--- src/rtl/presc_pkg.sv ---
package presc_pkg;

   // Structure used to derive the per-bit toggle enables.
   typedef enum logic {
      CHAIN_SERIAL   = 1'b0,
      CHAIN_PARALLEL = 1'b1
   } chain_e;

   // Operation applied at the next rising edge.
   typedef enum logic [1:0] {
      OP_HOLD  = 2'd0,
      OP_COUNT = 2'd1,
      OP_LOAD  = 2'd2,
      OP_CLEAR = 2'd3
   } op_e;

   localparam int unsigned MAX_WIDTH = 64;

endpackage

--- src/rtl/presc_ctrl.sv ---
module presc_ctrl
   import presc_pkg::*;
(
   input  logic clear_n,
   input  logic load_n,
   input  logic cnt_en,
   input  logic carry_en,
   output op_e  op
);

   // Fixed priority: clear, then load, then count (both enables), else hold.
   always_comb begin
      if (!clear_n)
         op = OP_CLEAR;
      else if (!load_n)
         op = OP_LOAD;
      else if (cnt_en && carry_en)
         op = OP_COUNT;
      else
         op = OP_HOLD;
   end

endmodule

--- src/rtl/presc_toggle_net.sv ---
module presc_toggle_net
   import presc_pkg::*;
#(
   parameter int unsigned WIDTH = 4,
   parameter chain_e      CHAIN = CHAIN_PARALLEL
) (
   input  logic [WIDTH-1:0] q,
   output logic [WIDTH-1:0] tgl,
   output logic             all_ones
);

   generate
      if (CHAIN == CHAIN_SERIAL) begin : g_serial
         // Each bit's enable is built from the one below it: long path, small area.
         assign tgl[0] = 1'b1;
         for (genvar i = 1; i < WIDTH; i++) begin : g_link
            assign tgl[i] = tgl[i-1] & q[i-1];
         end
         assign all_ones = tgl[WIDTH-1] & q[WIDTH-1];
      end else begin : g_parallel
         // Each bit's enable is a wide AND of all lower bits: one level of logic.
         assign tgl[0] = 1'b1;
         for (genvar i = 1; i < WIDTH; i++) begin : g_wide
            assign tgl[i] = &q[i-1:0];
         end
         assign all_ones = &q;
      end
   endgenerate

   // the terminal-count flag can only be set while the top bit is allowed to toggle.
   always_comb begin
      a_ones_needs_top_r5: assert (!all_ones || tgl[WIDTH-1]);
   end

endmodule

--- src/rtl/presc_cell.sv ---
module presc_cell
   import presc_pkg::*;
(
   input  logic clk,
   input  op_e  op,
   input  logic d_bit,
   input  logic tgl,
   output logic q_bit
);

   always_ff @(posedge clk) begin
      unique case (op)
         OP_CLEAR: q_bit <= 1'b0;
         OP_LOAD:  q_bit <= d_bit;
         OP_COUNT: q_bit <= q_bit ^ tgl;
         default:  q_bit <= q_bit;
      endcase
   end

endmodule

--- src/rtl/presc_counter.sv ---
module presc_counter
   import presc_pkg::*;
#(
   parameter int unsigned WIDTH = 4,
   parameter chain_e      CHAIN = CHAIN_PARALLEL
) (
   input  logic             clk,
   input  logic             clear_n,
   input  logic             load_n,
   input  logic             cnt_en,
   input  logic             carry_en,
   input  logic [WIDTH-1:0] din,
   output logic [WIDTH-1:0] count,
   output logic             carry_out
);

   localparam logic [WIDTH-1:0] ONES = {WIDTH{1'b1}};

   generate
      if (WIDTH < 1 || WIDTH > MAX_WIDTH) begin : g_bad_width
         $error("presc_counter: WIDTH out of range");
      end
   endgenerate

   op_e              op;
   logic [WIDTH-1:0] tgl;
   logic             all_ones;

   presc_ctrl u_ctrl (
      .clear_n  (clear_n),
      .load_n   (load_n),
      .cnt_en   (cnt_en),
      .carry_en (carry_en),
      .op       (op)
   );

   presc_toggle_net #(
      .WIDTH (WIDTH),
      .CHAIN (CHAIN)
   ) u_net (
      .q        (count),
      .tgl      (tgl),
      .all_ones (all_ones)
   );

   generate
      for (genvar i = 0; i < WIDTH; i++) begin : g_bit
         presc_cell u_cell (
            .clk   (clk),
            .op    (op),
            .d_bit (din[i]),
            .tgl   (tgl[i]),
            .q_bit (count[i])
         );
      end
   endgenerate

   // Combinational carry: only the carry-gating enable takes part.
   assign carry_out = carry_en & all_ones;

   // Assertions next to the logic they guard.
   // Clear is the only reset this block has, so the clear check is not disabled by it.
   p_clear_r1: assert property (@(posedge clk)
      !clear_n |=> count == '0);

   p_load_r2: assert property (@(posedge clk) disable iff (!clear_n)
      !load_n |=> count == $past(din));

   p_count_r3: assert property (@(posedge clk) disable iff (!clear_n)
      (load_n && cnt_en && carry_en) |=> count == WIDTH'($past(count) + 1'b1));

   p_hold_r4: assert property (@(posedge clk) disable iff (!clear_n)
      (load_n && !(cnt_en && carry_en)) |=> $stable(count));

   p_carry_full_r5: assert property (@(posedge clk) disable iff (!clear_n)
      carry_out |-> count == ONES);

   p_carry_gate_r6: assert property (@(posedge clk) disable iff (!clear_n)
      !carry_en |-> !carry_out);

   p_wrap_r7: assert property (@(posedge clk) disable iff (!clear_n)
      (carry_out && cnt_en && load_n) |=> count == '0);

endmodule

--- config.mk ---
export PLATFORM = sky130hd
export DESIGN_NAME = presc_counter
export DESIGN_NICKNAME = d
export VERILOG_FILES = /design/src/rtl/presc_pkg.sv /design/src/rtl/presc_ctrl.sv /design/src/rtl/presc_toggle_net.sv /design/src/rtl/presc_cell.sv /design/src/rtl/presc_counter.sv
export SDC_FILE = /design/constraint.sdc
export NUM_CORES = 1
export LEC_CHECK = 0
export BUFFER_PORTS_ARGS = -buffer_cell sky130_fd_sc_hd__buf_2
export CORE_AREA = 8 8 45 47
export CTS_CLUSTER_SIZE = 20
export DETAILED_ROUTE_END_ITERATION = 8
export DIE_AREA = 0 0 53 55
export PLACE_DENSITY = 0.41
export SLEW_MARGIN = 15
export SYNTH_ARGS = -nofsm -noshare
export SYNTH_HDL_FRONTEND = slang
export SYNTH_SLANG_ARGS = --single-unit
--- constraint.sdc ---
create_clock -name clk -period 2.2 [get_ports clk]
set_input_delay 0.22 -clock clk [delete_from_list [all_inputs] [get_ports clk]]
set_output_delay 0.22 -clock clk [all_outputs]
set_load 0.1 [all_outputs]
# Yosys cells after proc, flatten, opt, wreduce, memory -nomap -nowiden
# Cells that the tools add are included.
op_classes:
  n_eq_ne: 3
  muxes: 7
  n_bitwise: 5
  n_reduce_logical: 5
ops:
  columns: ["op", "n"]
  rows:
  - ["$pmux 1 s3", 4]
  - ["$eq 2x2->1 const B", 2]
  - ["$mux 2", 2]
  - ["$reduce_and 4->1", 1]
  - ["$reduce_and 3->1", 1]
  - ["$reduce_bool 3->1", 1]
  - ["$xor 1x1->1", 3]
  - ["$eq 2x1->1 const B", 1]
  - ["$reduce_and 2->1", 1]
  - ["$and 1x1->1", 1]
  - ["$logic_and 1x1->1", 1]
  - ["$mux 1", 1]
  - ["$not 1->1", 1]
totals:
  reg_bits: 4
  in_bits: 9
  output_inout_bits: 5
  word_cells: 24

# Depth between registers and ports, before layout
# Gate-level depths: netlist (run 1).
logic_depth:
  word_depth: 6
  ltp_mapped: 4
  mapped_depth_nobuf: 4

# Hierarchy
# From an unflattened synthesis (run 1), not the netlist that was laid out.
unflattened:
  cells_unflattened: 54
  hier_area_um2: 466.7
by_module_without_submodules:
  columns: ["module", "instances", "cells_per_inst", "area_each_um2", "seq_area_each_um2"]
  rows:
  - ["presc_cell", 4, 11, 101.3, 30.0]
  - ["presc_toggle_net", 1, 6, 42.5, 0.0]
  - ["presc_ctrl", 1, 3, 12.5, 0.0]
  - ["presc_counter", 1, 1, 6.3, 0.0]

# Worst setup path before layout (run 1)
# Ideal clock, no wire load.
synth_timing:
  path_kind: "register to output"
  startpoint: "reg g_bit[0].u_cell.q_bit"
  endpoint: "out carry_out"
  t_arrival_ns: 1.294
  required_ns: 1.980
  setup_slack_ns: 0.686
  stages_incl_launch_ff: 3
  n_path_buf: 0
  cell_sequence: "edfxtp_1 > ha_1 > and4_1"
synth_between:
  elab_chain_cells: 2
synth_rtl:
  columns: ["item", "line_no", "source"]
  rows:
  - ["start: declaration", "presc_cell.sv:8", "output logic q_bit"]
  - ["start signal: assignment", "presc_cell.sv:14", "OP_LOAD: q_bit <= d_bit;"]
  - ["start signal: assignment", "presc_cell.sv:15", "OP_COUNT: q_bit <= q_bit ^ tgl;"]
  - ["start signal: assignment", "presc_cell.sv:16", "default: q_bit <= q_bit;"]
  - ["$reduce_and 4->1", "presc_toggle_net.sv:26", "assign all_ones = &q;"]
  - ["$and 1x1->1", "presc_counter.sv:59", "assign carry_out = carry_en & all_ones;"]
  - ["end: declaration", "presc_counter.sv:14", "output logic carry_out"]
# Every way passes these cells.

# Final worst setup path (run 1)
# Ends and elaborated chain as after synthesis.

==> flow_metrics.tcl, run 1 <==
set metrics [dict create \
    drc_errors 0 \
    fp.coreArea_mm2 0.00138 \
    yosysTopAreaCellShare_pct 40.9 \
    status "finished, final reports clean" \
    startpoint "g_bit[0].u_cell.q_bit$_DFFE_PP_" \
    stdcell_count 54 \
    max_stage_delay_ns 0.42 \
    die-area_mm2 0.00292 \
    cp-start-kind "flop" \
    maxSlewViolCount 0 \
    worst_clock_skew_ns 0.00416 \
    power_switching_w 0.0000934 \
    timing.hold.ws_ns 0.305 \
    endpoint_kind "primary output" \
    top_register "g_bit.u_cell.q_bit" \
    slowest_stage "buf_2" \
    criticalPathCategory "reg -> out" \
    reg.largest.list "g_bit.u_cell.q_bit x4" \
    powerDensity_mw_per_mm2 731 \
    rsz0062_at_grt "no" \
    clk_pin_slew_ns 0.04 \
    ant_nets 0 \
    cp_max_fo 3 \
    period_share_pct 71.6 \
    rows 14 \
    cts_buffer_depth 2 \
    hold_viol 0 \
    antenna_found_initial 0 \
    netlist_area_um2 294 \
    crit_chain "ha_1 -> and4_1 -> buf_2" \
    avgViaCountPerCell 4.44 \
    netlist.top_cell.by_area "edfxtp_1" \
    ys_seq_area_share_pct 40.9 \
    critical_path_buf_inv_count 1 \
    grt_first_pass_wirelength_mm 1.16 \
    syn_nets 38 \
    drt_iter0_drc 3 \
    hold_path_class "in -> reg" \
    worstSkewPairLatency_ns 0.24 \
    syn_avg_cell_area_um2 10.9 \
    grt_pass1_vias 266 \
    place_inst 51 \
    track_usage_pct 6.08 \
    worstPathArrival_ns 1.36 \
    synth_area_leaders "edfxtp_1 (41%), buf_4 (10%), ha_1 (8.5%)" \
    post-route-util_pct 26.0 \
    worstRegToRegCells 4 \
    r2r-end "g_bit[3].u_cell.q_bit$_DFFE_PP_" \
    intPower_w 0.000170 \
    n_antenna_cell 0 \
    leakagePower_nw 0.163 \
    critical_path_required_ns 1.98 \
    fin_setup_tns_ns 0 \
    yosysWarnings 0 \
    area_growth_pct 22.6 \
    maxCapViolCount 0 \
    switching_share_pct 35.5 \
    wl_per_cell_um 12.4 \
    num_vias 240 \
    fmax_ghz 0.635 \
    hold_start "din[3]" \
    fin_crit_ns 1.58 \
    crit_family "buffers and inverters" \
    wirelength_um 670 \
    place.gp.congestion 0.719 \
    finalSetupViolations 0 \
    min_to "g_bit[3].u_cell.q_bit$_DFFE_PP_" \
    ioPinCount 14 \
    synth_cell_type_count 14 \
    whs_path_depth 3 \
    regToRegSetupSlack_ns 0.87 \
    setup_ws_ns 0.624 \
    cts_setup_buffers 0 \
    post_cts_resized 0 \
    peakVddDrop_v 0.000186 \
    initial_core_util_pct 21.2 \
    largest_reg_flops 4 \
    max_slew_margin_pct 67.4 \
    tritoncts "done" \
    tightest_slew_ns 0.493 \
    comb_power_share_pct 29.4 \
    clkPwrFrac_pct 34.3 \
    drive_above_1_share_pct 42.1 \
    ctsHoldBuffers 0 \
    netlist_instances 27 \
    power_frac_seq_pct 36.3 \
    port_buffers 13 \
    overflow 0 \
    cts_root_buf "clkbuf_4" \
    ctsHtreeMaxLevel 1 \
    cts_num_sinks 4 \
    grt_max_degree 10 \
    place_ws_ns 0.860 \
    drt-pass1-iter-count 4 \
    die_y_um 55 \
    r2r-start "g_bit[0].u_cell.q_bit$_DFFE_PP_" \
    fin_nets 51 \
    ys_ff_latch 4 \
    die_w_um 53 \
    cts_buffers 3 \
]
==> metrics by stage <==
| stage | power [W] | cell area [µm²] |
|---|---|---|
| 2_1_floorplan | 0.000165 | 294 |
| 3_3_place_gp | 0.000174 | 338 |
| 3_5_place_dp | 0.000174 | 338 |
| 4_1_cts | 0.000266 | 360 |
| 5_1_grt | 0.000273 | 360 |
| 6_report | 0.000263 | 360 |
==> worst max-delay path by stage <==
| stage | end | depth (start not counted) | slack, ns |
|---|---|---|---|
| global placement | g_bit[3].u_cell.q_bit$_DFFE_PP_ | 4 | 0.88 |
| detailed placement | carry_out | 3 | 0.86 |
| floorplan | carry_out | 2 | 0.69 |
| finish | carry_out | 3 | 0.62 |
| CTS | carry_out | 3 | 0.60 |
| global route | carry_out | 3 | 0.55 |
==> synth_stat cells <==
master and number:
a21boi_1 3, and4_1 1, buf_4 4, buf_6 1, edfxtp_1 4, ha_1 2, nand2_1 1, nand2b_1 3
nand3_1 1, nand3b_1 1, nand4_1 3, nand4b_1 1, o21ai_0 1, xnor2_1 1
==> worst register-to-register path: stages, from the launching register on <==
cell and delay (ns):
edfxtp_1 0.39, ha_1 0.23, ha_1 0.19, xnor2_1 0.15, o21ai_0 0.10
==> cells in the final DEF, fill, tap and decap left out, drive strengths merged <==
cell type / instances
buf: 13
edfxtp: 4
nand4: 3
nand2b: 3
a21boi: 3
clkbuf: 3
ha: 2
xnor2: 1
nand3b: 1
o21ai: 1
nand4b: 1
nand2: 1
nand3: 1
and4: 1
==> power groups by stage <==
| stage | Sequential [W] | Clock [W] | Combinational [W] |
|---|---|---|---|
| after floorplan | 0.0000959 | 0 | 0.0000687 |
| after global placement | 0.0000964 | 0 | 0.0000776 |
| after detailed placement | 0.0000967 | 0 | 0.0000775 |
| after CTS | 0.0000956 | 0.0000923 | 0.0000779 |
| after global routing | 0.0000969 | 0.0000935 | 0.0000826 |
| final | 0.0000954 | 0.0000904 | 0.0000775 |
==> metal layers <==
metal / wire (µm) / global-route usage (%) / vias up
met5: 0 / 0 / -
met4: 21 / 10.3 / 0
met3: 87 / 2.94 / 2
met2: 219 / 6.45 / 18
met1: 342 / 6.56 / 99
li1: - / - / 121
==> layout make-up <==
type                    instances  area [µm²]
repair buffers                 13        65.1
well taps                      16        20.0
flip-flops and latches          4         120
multi-input cells              18         133
fillers                       145        1020
clock buffers                   3        22.5
==> logic make-up (layout without fill, tap and decap cells) <==
kind of cell / Yosys count / in the layout / synth area share (%)
and+or+nand+nor: 11 / 11 / 24.3
buffers and inverters: 5 / 16 / 14.0
AOI/OAI and AO/OA: 4 / 4 / 9.36
DFF: 4 / 4 / 40.9
adders and majority gates: 2 / 2 / 8.51
xor gates and xnor gates: 1 / 1 / 2.98
No activity file was read; power rests on OpenSTA's default activity.
==> run 2, diff against run 1 <==
--- a/config.mk
+++ b/config.mk
@@ -10,7 +10,7 @@
 export CTS_CLUSTER_SIZE = 20
 export DETAILED_ROUTE_END_ITERATION = 8
 export DIE_AREA = 0 0 53 55
-export PLACE_DENSITY = 0.41
+export PLACE_DENSITY = 0.43
 export SLEW_MARGIN = 15
 export SYNTH_ARGS = -nofsm -noshare
 export SYNTH_HDL_FRONTEND = slang
==> constraint.sdc (replaced) <==
create_clock -name clk -period 1.3 [get_ports clk]
set_input_delay 0.13 -clock clk [delete_from_list [all_inputs] [get_ports clk]]
set_output_delay 0.13 -clock clk [all_outputs]
set_load 0.1 [all_outputs]
==> flow_metrics.tcl, run 2 (synthesis results as in run 1) <==
set metrics [dict create \
    status "finished, final reports clean" \
    drive_above_1_share_pct 50.0 \
    routed-wl-met2_um 299 \
    die_w_um 53 \
    critical_path_required_ns 1.17 \
    wl_met1_um 224 \
    top_register "g_bit.u_cell.q_bit" \
    rsz0062_at_grt "yes" \
    whs_path_depth 3 \
    initial_core_util_pct 21.2 \
    hold_start "din[3]" \
    timing.hold.ws_ns 0.217 \
    clk_pin_slew_ns 0.04 \
    cp_max_fo 2 \
    cts_buffer_depth 2 \
    fp.coreArea_mm2 0.00138 \
    total_power_w 0.000461 \
    num_vias 257 \
    drt-pass1-iter-count 4 \
    finalSetupViolations 0 \
    ctsHoldBuffers 0 \
    n_antenna_cell 0 \
    cts_root_buf "clkbuf_4" \
    regToRegSetupSlack_ns 0.05 \
    grt_first_pass_wirelength_um 952 \
    criticalPathCategory "reg -> out" \
    r2r-start "g_bit[1].u_cell.q_bit$_DFFE_PP_" \
    min_to "g_bit[3].u_cell.q_bit$_DFFE_PP_" \
    cts_num_sinks 4 \
    cts_buffers 3 \
    fin_crit_ns 1.28 \
    dp_hpwl_um 535 \
    grt_pass1_vias 246 \
    wirelength_um 666 \
    r2r-end "g_bit[3].u_cell.q_bit$_DFFE_PP_" \
    hold_viol 0 \
    grt_max_degree 10 \
    largest_reg_flops 4 \
    place.gp.congestion 0.738 \
    peakVddDrop_v 0.000282 \
    area_growth_pct 39.6 \
    leakagePower_nw 0.178 \
    maxCapViolCount 0 \
    avgViaCountPerCell 4.59 \
    period_share_pct 98.4 \
    reg.largest.list "g_bit.u_cell.q_bit x4" \
    max_slew_margin_pct 67.4 \
    port_buffers 13 \
    crit_chain "ha_2 -> and4_4 -> buf_12" \
    maxSlewViolCount 0 \
    powerDensity_mw_per_mm2 1120 \
    ctsHtreeMaxLevel 1 \
    overflow 0 \
    wl_per_cell_um 11.9 \
    worstRegToRegCells 4 \
    drt_iter0_drc 10 \
    fin_nets 53 \
    rows 14 \
    slowest_stage "edfxtp_1" \
    cp-start-kind "flop" \
    fmax_ghz 0.782 \
    tritoncts "done" \
    max_stage_delay_ns 0.34 \
    antenna_found_initial 0 \
    ant_nets 0 \
    met3_length_um 128 \
    post-route-util_pct 29.7 \
    tightest_slew_ns 0.493 \
    layout_common_cells "buf_2 (11), edfxtp_1 (4)" \
    endpoint_kind "primary output" \
    track_usage_pct 5.03 \
    worstPathArrival_ns 1.15 \
    layout_commonest_cell "buf_2" \
    worst_clock_skew_ns 0.00252 \
    drc_errors 0 \
    die-area_mm2 0.00292 \
    worstSkewPairLatency_ns 0.23 \
    topRoutingLayerUsed "met4" \
    hold_path_class "in -> reg" \
    die_y_um 55 \
    ioPinCount 14 \
]
-- run 2: cell types whose count changed in the layout (fill, tap and decap cells not counted) --
cell and change:
o21ai_1 +1, buf_4 +2, and4_1 -1, o21ai_0 -1, ha_2 +1, and4_4 +1, ha_1 -1, buf_12 +2
buf_2 -2
-- run 2: worst max-delay path by stage --
stage                                            to  cells past startpoint                       startpoint  slack (ns)
floorplan           g_bit[2].u_cell.q_bit$_DFFE_PP_                      4  g_bit[0].u_cell.q_bit$_DFFE_PP_        0.06
global placement    g_bit[3].u_cell.q_bit$_DFFE_PP_                      4  g_bit[0].u_cell.q_bit$_DFFE_PP_        0.02
detailed placement  g_bit[3].u_cell.q_bit$_DFFE_PP_                      4  g_bit[0].u_cell.q_bit$_DFFE_PP_        0.02
CTS                                       carry_out                      3  g_bit[0].u_cell.q_bit$_DFFE_PP_       0.008
global route                              carry_out                      3  g_bit[0].u_cell.q_bit$_DFFE_PP_       -0.03
finish                                    carry_out                      3  g_bit[1].u_cell.q_bit$_DFFE_PP_        0.02
-- run 2: power by group --
group / switching [W] / internal [W]
clock network: 0.0000474 / 0.000103
registers: 0.00000684 / 0.000155
logic: 0.000105 / 0.0000438
total: 0.000159 / 0.000302
-- run 2: worst max-delay path: cells and delay by family (launching register included) --
family / cells / cell delay, ns
simple gates: 1 / 0.22
buf+inv: 1 / 0.17
flops: 1 / 0.34
fa+ha+maj: 1 / 0.19
-- run 2: per-stage QoR --
stage	TNS [ns]	area, µm²	instances	worst slack (ns)
CTS	0	410	56	0.00781
detailed placement	0	377	52	0.0192
global placement	0	377	52	0.0174
floorplan	0	295	27	0.0610
finish	0	410	56	0.0214
global route	-0.0487	410	56	-0.0307
-- run 2: layout make-up --
class	count	area, µm²
Sequential cell	4	120
Multi-Input combinational cell	18	138
Fill cell	147	973
Clock buffer	3	22.5
Tap cell	16	20.0
Timing Repair Buffer	15	110
-- run 2: layer usage --
metal / GRT usage (%) / up-vias
li1: - / 124
met1: 3.66 / 111
met2: 6.84 / 20
met3: 3.21 / 2
met4: 9.05 / 0
met5: 0 / -
-- run 2: what timing repair did --
item	4_1_cts	5_1_grt
setup endpoints to repair	1	3
cloned	0	0
pin swaps	1	0
setup buffers	1	0
gates resized for setup	2	1
==> run 3, diff against run 2 <==
--- a/config.mk
+++ b/config.mk
@@ -11,6 +11,7 @@
 export DETAILED_ROUTE_END_ITERATION = 8
 export DIE_AREA = 0 0 53 55
 export PLACE_DENSITY = 0.43
+export REMOVE_ABC_BUFFERS = 1
 export SLEW_MARGIN = 15
 export SYNTH_ARGS = -nofsm -noshare
 export SYNTH_HDL_FRONTEND = slang
==> flow_metrics.tcl, run 3 (synthesis results as in run 1) <==
set metrics [dict create \
    die_w_um 53 \
    fin_crit_ns 1.27 \
    clk_pin_slew_ns 0.04 \
    tightest_slew_ns 0.493 \
    tritoncts "done" \
    fin_nets 53 \
    n_antenna_cell 0 \
    fin_setup_tns_ns 0 \
    leakagePower_nw 0.178 \
    worstSkewPairLatency_ns 0.24 \
    period_share_pct 97.9 \
    grt_first_pass_wirelength_mm 1.22 \
    ioPinCount 14 \
    rows 14 \
    reg.largest.list "g_bit.u_cell.q_bit x4" \
    status "finished, final reports clean" \
    place.gp.congestion 0.681 \
    drt-pass1-iter-count 2 \
    cts_buffers 3 \
    max_stage_delay_ns 0.34 \
    initial_core_util_pct 21.2 \
    crit_family "flip-flops" \
    die_y_um 55 \
    hold_path_class "in -> reg" \
    setup_ws_ns 0.0270 \
    maxSlewViolCount 0 \
    overflow 0 \
    grt_pass1_vias 290 \
    max_slew_margin_pct 67.3 \
    wl_per_cell_um 12.4 \
    die-area_mm2 0.00292 \
    cp-start-kind "flop" \
    port_buffers 13 \
    layout_common_cells "buf_2 (11), edfxtp_1 (4)" \
    worstPathArrival_ns 1.14 \
    peakVddDrop_v 0.000490 \
    critical_path_buf_inv_count 1 \
    top_register "g_bit.u_cell.q_bit" \
    post-route-util_pct 29.7 \
    hold_viol 0 \
    ff_latch_area_um2 120 \
    avgViaCountPerCell 4.68 \
    maxCapViolCount 0 \
    largest_reg_flops 4 \
    drt_iter0_drc 3 \
    critical_path_required_ns 1.17 \
    endpoint_kind "primary output" \
    slowest_stage "edfxtp_1" \
    ctsHtreeMaxLevel 1 \
    crit_chain "ha_2 -> and4_4 -> buf_12" \
    rsz0062_at_grt "yes" \
    stdcell_count 56 \
    track_usage_pct 6.24 \
    ant_nets 0 \
    cp_max_fo 2 \
    num_vias 262 \
    multi_input_area_um2 138 \
    wirelength_um 697 \
    powerDensity_mw_per_mm2 1140 \
    drc_errors 0 \
    grt_max_degree 10 \
    antenna_found_initial 0 \
    place_inst 52 \
    worst_clock_skew_ns 0.00741 \
    drive_above_1_share_pct 50.0 \
    criticalPathCategory "reg -> out" \
    fp.coreArea_mm2 0.00138 \
    finalSetupViolations 0 \
    fill_cells 151 \
    cts_root_buf "clkbuf_4" \
    place_ws_ns 0.000242 \
    cts_num_sinks 4 \
    layout_commonest_cell "buf_2" \
    fmax_ghz 0.786 \
    cts_buffer_depth 2 \
    area_growth_pct 39.6 \
]
## run 3: cell counts in the layout (fill, tap and decap cells not counted)
No cell type changed its count.
## run 3: power by group
part / internal (W) / switching (W) / leakage, nW
clock: 0.000103 / 0.0000543 / 0.0138
sequential: 0.000155 / 0.00000696 / 0.0448
combinational: 0.0000440 / 0.000105 / 0.120
total: 0.000302 / 0.000166 / 0.178
## run 3: metal layers
metal	GRT usage [%]	vias to the layer above	wire length [µm]
met2	8.59	12	304
met5	0	-	0
met4	3.88	0	21
met3	6.95	4	112
met1	5.35	120	258
li1	-	126	-
## run 3: through the flow
step	total power, W	area (µm²)	hold WS (ns)
floorplan	0.000260	253	0.348
global placement	0.000307	375	0.465
detailed placement	0.000309	375	0.485
CTS	0.000480	410	0.230
global route	0.000505	410	0.237
finish	0.000469	410	0.230
## run 3: worst reg2reg max path: stages (launching register included)
cell	delay [ns]
edfxtp_1	0.38
ha_2	0.20
ha_1	0.18
xnor2_1	0.14
o21ai_1	0.09
## run 3: repair_timing
action	CTS	global route
endpoints found under the setup margin	2	2
buffers inserted	1	0
gates cloned	0	0
resized for setup	2	1
hold buffers	0	0
endpoints found under the hold margin	0	0
pin swaps	1	0
## run 3: layout make-up
cell class | count | area share [%]
Clock buffer | 3 | 5.49
Multi-Input combinational cell | 18 | 33.5
Sequential cell | 4 | 29.3
Timing Repair Buffer | 15 | 26.8
Tap cell | 16 | 4.88
## run 3: worst paths after layout
check,startpoint,end,slack (ns),depth (start not counted)
worst max-delay path,g_bit[0].u_cell.q_bit$_DFFE_PP_,carry_out,0.03,3
worst min register to register,g_bit[3].u_cell.q_bit$_DFFE_PP_,g_bit[3].u_cell.q_bit$_DFFE_PP_,0.71,2
worst max register to register,g_bit[1].u_cell.q_bit$_DFFE_PP_,g_bit[3].u_cell.q_bit$_DFFE_PP_,0.06,4
worst min-delay path,din[2],g_bit[2].u_cell.q_bit$_DFFE_PP_,0.23,3
